$ cat config.mk
export PLATFORM = sky130hd
export DESIGN_NAME = ppu_bank_mapper
export DESIGN_NICKNAME = d
export VERILOG_FILES = /design/src/rtl/ppu_map_pkg.sv /design/src/rtl/mapper_regfile.sv /design/src/rtl/pattern_window.sv /design/src/rtl/nametable_fold.sv /design/src/rtl/ppu_bank_mapper.sv
export SDC_FILE = /design/constraint.sdc
export NUM_CORES = 1
export LEC_CHECK = 0
export BUFFER_PORTS_ARGS = -buffer_cell sky130_fd_sc_hd__buf_2
export CORE_MARGIN = 5
export CORE_UTILIZATION = 34
export CTS_CLUSTER_DIAMETER = 150
export CTS_CLUSTER_SIZE = 10
export DETAILED_ROUTE_END_ITERATION = 16
export SETUP_SLACK_MARGIN = 0.2
export SLEW_MARGIN = 40
export SYNTH_ARGS = -nofsm -noshare
export SYNTH_HDL_FRONTEND = slang
export SYNTH_SLANG_ARGS = --single-unit
export TNS_END_PERCENT = 100
$ cat constraint.sdc
create_clock -name clk -period 1.86 [get_ports clk]
set_input_delay 0.372 -clock clk [delete_from_list [all_inputs] [get_ports clk]]
set_output_delay 0.372 -clock clk [all_outputs]
set_load 0.005 [all_outputs]
$ cat src/rtl/ppu_map_pkg.sv
package ppu_map_pkg;

    parameter int unsigned PPU_AW    = 14;
    parameter int unsigned CPU_AW    = 16;
    parameter int unsigned CPU_DW    = 8;
    parameter int unsigned BANK_W    = 8;
    parameter int unsigned WIN_COUNT = 8;
    parameter int unsigned WIN_BITS  = 10;
    parameter int unsigned OFF_W     = 4;
    parameter int unsigned MODE_OFF  = 9;
    parameter logic [CPU_AW-1:0] REG_BASE = 16'h6000;

    localparam int unsigned SEL_W   = $clog2(WIN_COUNT);
    localparam int unsigned CHR_AW  = BANK_W + WIN_BITS;
    localparam int unsigned VRAM_AW = WIN_BITS + 1;
    localparam int unsigned SPLIT_B = WIN_BITS + SEL_W;

    typedef enum logic [1:0] {
        FOLD_BY_A10 = 2'd0,
        FOLD_BY_A11 = 2'd1,
        FOLD_LOW    = 2'd2,
        FOLD_HIGH   = 2'd3
    } fold_mode_e;

    typedef logic [WIN_COUNT-1:0][BANK_W-1:0] bank_file_t;

    typedef struct packed {
        logic              hit;
        logic [OFF_W-1:0]  off;
        logic [CPU_DW-1:0] data;
    } reg_wr_t;

    function automatic logic fold_bit(fold_mode_e mode, logic a10, logic a11);
        logic b;
        unique case (mode)
            FOLD_BY_A10: b = a10;
            FOLD_BY_A11: b = a11;
            FOLD_LOW:    b = 1'b0;
            default:     b = 1'b1;
        endcase
        return b;
    endfunction

endpackage

$ cat src/rtl/mapper_regfile.sv
module mapper_regfile
    import ppu_map_pkg::*;
(
    input  logic              clk,
    input  logic              rst,
    input  logic              wr_en,
    input  logic [CPU_AW-1:0] wr_addr,
    input  logic [CPU_DW-1:0] wr_data,
    output bank_file_t        banks,
    output fold_mode_e        mode
);

    reg_wr_t req;

    always_comb begin
        req.hit  = wr_en && (wr_addr >= REG_BASE);
        req.off  = wr_addr[OFF_W-1:0];
        req.data = wr_data;
    end

    for (genvar i = 0; i < WIN_COUNT; i++) begin : g_bank
        always_ff @(posedge clk) begin
            if (rst)
                banks[i] <= '0;
            else if (req.hit && req.off == OFF_W'(i))
                banks[i] <= req.data[BANK_W-1:0];
        end
    end

    always_ff @(posedge clk) begin
        if (rst)
            mode <= FOLD_BY_A10;
        else if (req.hit && req.off == OFF_W'(MODE_OFF))
            mode <= fold_mode_e'(req.data[1:0]);
    end

    // window write lands in the addressed register
    a_r3_bank_load: assert property (@(posedge clk) disable iff (rst)
        (wr_en && wr_addr >= REG_BASE && wr_addr[OFF_W-1] == 1'b0)
        |=> banks[$past(wr_addr[SEL_W-1:0])] == $past(wr_data));

    // mode write takes the two low data bits
    a_r4_mode_load: assert property (@(posedge clk) disable iff (rst)
        (wr_en && wr_addr >= REG_BASE && wr_addr[OFF_W-1:0] == OFF_W'(MODE_OFF))
        |=> mode == fold_mode_e'($past(wr_data[1:0])));

    // writes below the base touch nothing
    a_r6_low_ignored: assert property (@(posedge clk) disable iff (rst)
        (wr_en && wr_addr < REG_BASE) |=> ($stable(banks) && $stable(mode)));

    // undecoded offsets touch nothing
    a_r7_gap_ignored: assert property (@(posedge clk) disable iff (rst)
        (wr_en && wr_addr >= REG_BASE && wr_addr[OFF_W-1] == 1'b1
         && wr_addr[OFF_W-1:0] != OFF_W'(MODE_OFF))
        |=> ($stable(banks) && $stable(mode)));

    // reset clears state
    a_r8_reset_clear: assert property (@(posedge clk)
        rst |=> (banks == '0 && mode == FOLD_BY_A10));

endmodule

$ cat src/rtl/pattern_window.sv
module pattern_window
    import ppu_map_pkg::*;
(
    input  logic [SPLIT_B-1:0] pat_addr,
    input  bank_file_t         banks,
    output logic [CHR_AW-1:0]  chr_addr
);

    logic [SEL_W-1:0]  win;
    logic [BANK_W-1:0] bank_val;

    always_comb begin
        win      = pat_addr[SPLIT_B-1:WIN_BITS];
        bank_val = banks[win];
        chr_addr = {bank_val, pat_addr[WIN_BITS-1:0]};
    end

endmodule

$ cat src/rtl/nametable_fold.sv
module nametable_fold
    import ppu_map_pkg::*;
(
    input  fold_mode_e          mode,
    input  logic [WIN_BITS+1:0] nt_addr,
    output logic [VRAM_AW-1:0]  vram_addr
);

    always_comb begin
        vram_addr = {fold_bit(mode, nt_addr[WIN_BITS], nt_addr[WIN_BITS+1]),
                     nt_addr[WIN_BITS-1:0]};
    end

endmodule

$ cat src/rtl/ppu_bank_mapper.sv
module ppu_bank_mapper
    import ppu_map_pkg::*;
(
    input  logic               clk,
    input  logic               rst,
    input  logic               cpu_wr_en,
    input  logic [CPU_AW-1:0]  cpu_addr,
    input  logic [CPU_DW-1:0]  cpu_wdata,
    input  logic [PPU_AW-1:0]  ppu_addr,
    output logic [CHR_AW-1:0]  chr_addr,
    output logic [VRAM_AW-1:0] vram_addr,
    output logic               chr_sel
);

    bank_file_t banks;
    fold_mode_e mode;

    mapper_regfile u_regs (
        .clk     (clk),
        .rst     (rst),
        .wr_en   (cpu_wr_en),
        .wr_addr (cpu_addr),
        .wr_data (cpu_wdata),
        .banks   (banks),
        .mode    (mode)
    );

    pattern_window u_pat (
        .pat_addr (ppu_addr[SPLIT_B-1:0]),
        .banks    (banks),
        .chr_addr (chr_addr)
    );

    nametable_fold u_nt (
        .mode      (mode),
        .nt_addr   (ppu_addr[WIN_BITS+1:0]),
        .vram_addr (vram_addr)
    );

    assign chr_sel = ~ppu_addr[PPU_AW-1];

    // in-window offset reaches the pattern address untouched
    a_r2_offset_pass: assert property (@(posedge clk) disable iff (rst)
        chr_addr[WIN_BITS-1:0] == ppu_addr[WIN_BITS-1:0]);

    // low nametable bits reach video RAM untouched
    a_r5_low_pass: assert property (@(posedge clk) disable iff (rst)
        vram_addr[WIN_BITS-1:0] == ppu_addr[WIN_BITS-1:0]);

endmodule

==> run metrics <==
outcome finished with violations; failing checks negative setup slack; Die Y 110 um; main combinational cell family by area after synthesis multiplexers; Async SR Flop Fraction 0%; met3 WL 252 um; Tot GR Track Use 12.9%; worst path cell trace buf_12 -> buf_12 -> mux4_2 -> mux2_4 -> buf_6; routability cong. 0.692; most frequent cell after synthesis nand2b_1; ys flop type dfxtp_1; Initial DRC Count 74; post-synth top area share 38.8%; Core Util, Final 39.3%; fmax 523 MHz; Initial Util 34.9%; row count 36; hold wc startpoint cpu_addr[3]; DIE WIDTH 110 um; Comb pwr share 8.4%; Final #Nets 351; Final min period 1910 ps; Largest delay share family, worst path multiplexers; Num Clock Sinks 66; hold bufs inserted after CTS 0; post-synth net total 341; Setup Skew 0 ps; Remaining DRCs 0; met2 routed WL 3.53 mm; largest net degree at the start of global routing 31; CP Buf/Inv Count 3; Core Region 9770 um2; area leader, netlist dfxtp_1; Worst Tran Pin Value 448 ps; Psw 0.000634 W; Clk pin slew, worst setup/hold paths 60 ps; CP Class input port to primary output; Post-Route M1 WL 3.34 mm; Max stage delay on crit path 510 ps; clk_lat worst skew 330 ps; total grt overflow 0; final worst setup slack -52.1 ps; Worst slew margin 70.2%; maximum vdd ir drop 0.000328 V; number of antenna diodes 0; internal power 0.00216 W; CP startpoint ppu_addr[10]; Highest Signal Layer met4; Clock Path Buffers 2; Pleak 1.80 nW; Avg Inst Size Synth 11.4 um2; Num CTS Buffers 9; CTS root buffer clkbuf_8; Clock Power Share 40.3%; Switching Share 22.7%; worst r2r src u_regs.banks[44]; number of flops mapped to enable cells by yosys 0; Post-Route WL 7.25 mm; crit-path most repeated cell buf_12; first-pass GRT wire length 11.8 mm; Post-synth top cells nand2b_1 (74), dfxtp_1 (66), mux2i_1 (66), buf_4 (20), mux4_1 (16); wire per inst 16.2 um; Cells after Synth 300; vias per cell 4.75; endpoints failing hold 0; crit end category primary output; sequential cell area fraction in the yosys report 38.8%; CTS tree yes; worst hold path type input port to flip-flop; routed via count 2,127; RSZ-0062 raised after global routing yes; Hold WS 444 ps; Seq cells post-synth 66; synth warn 0; # IOs 71; Area contributors post-synth dfxtp_1 (39%), mux2i_1 (19%), nand2b_1 (14%); htree depth 3; setup TNS -244 ps; post-synthesis compound-gate area fraction 0.367%; P&R area growth vs syn 12.9%; Critical Path Source Type input port; Slowest cell on crit path mux4_2; worst endpoint required time 1490 ps; sequential power share 51.2%; DRT Pass-1 Iters 4; post-synthesis mux area share 34.4%; Setup violations, final 8; Tcrit/Tclk final 103%; Simple-Gate Fraction of Synth Area 18.1%; Synth Area in Adders 0%; Synth Area in XOR/XNOR 0%; quantity of I/O buffers inserted on ports 31; Max Slew Vio Count 0; pre-CTS WS -177 ps; Syn Std Cell Area 3410 um2; number of global-route vias before repair 2,229; Yosys cell types 24; initial antenna violation count 0; crit path max fanout 8; Detail Placement HPWL 4.78 mm; layout cell share with drive strength beyond 1 31.1%; Die ar. 12,100 um2; Power Dens Cells 728 nW/um2; DRT antenna net count 0; Max-cap violations 0; CP arrival 1540 ps
==> metal layers <==
layer,GRT usage (%),vias up
li1,-,1033
met1,15.4,1052
met2,22.1,28
met3,3.09,14
met4,5.80,0
met5,0,-
==> sequential cells by signal (all words and copies together) (netlist names) <==
signal,flops
u_regs.mode,2
u_regs.banks,64
==> through the flow <==
step	std cells	power, W	instance area, um2
after floorplan	300	0.00165	3420
after global placement	430	0.00168	3580
after detailed placement	430	0.00169	3580
after CTS	448	0.00283	3840
after global routing	448	0.00291	3840
final	448	0.00280	3840
==> power by group through the flow <==
stage	Sequential (W)	Combinational [W]	Clock, W
global route	0.00143	0.000255	0.00122
finish	0.00143	0.000236	0.00113
global placement	0.00146	0.000219	0
floorplan	0.00146	0.000190	0
CTS	0.00143	0.000240	0.00116
detailed placement	0.00146	0.000221	0
==> placed cells by master (no fill, tap or decap), drive strengths merged, types with 2 or more instances in the layout <==
cell,netlist,final
and3b,2,2
and4,2,2
buf,33,46
clkbuf,14,13
clkinv,0,2
dfxtp,66,66
mux2,8,8
mux2i,66,66
mux4,16,16
nand2,2,2
nand2b,74,74
nand3,2,2
nand4,4,4
nand4b,3,3
nor2,3,3
==> worst reg2reg max path, delay by kind of cell, from the launching register on <==
kind	cells	cell delay [ps]
simple gates	1	60
mux	1	150
flops	1	340
==> worst paths after layout <==
path                 endpoint  slack [ps]  cells past startpoint
min reg2reg  u_regs.banks[53]         470                      2
min            u_regs.mode[1]         440                      3
max reg2reg  u_regs.banks[44]        1230                      2
max              chr_addr[15]         -50                      5
==> cell families (layout without fill, tap and decap cells) <==
| logic type | Yosys count | in the layout |
|---|---|---|
| compound gates | 2 | 2 |
| buf+inv | 48 | 63 |
| flops | 66 | 66 |
| mux | 90 | 90 |
| simple gates | 94 | 94 |
==> layout make-up <==
class / instances / area, um2
Clock buffer: 13 / 139
Sequential cell: 66 / 1340
Fill cell: 943 / 5930
Tap cell: 133 / 166
Inverter: 1 / 3.75
Timing Repair Buffer: 46 / 390
Clock inverter: 3 / 40.0
Multi-Input combinational cell: 186 / 1770
==> what timing repair did <==
action / CTS / global route
endpoints found under the setup margin: 8 / 8
resized for setup: 28 / 4
endpoints found under the hold margin: 0 / 0
gates cloned: 1 / 0
setup buffers: 1 / 0
Power figures use the tool's default switching activity.
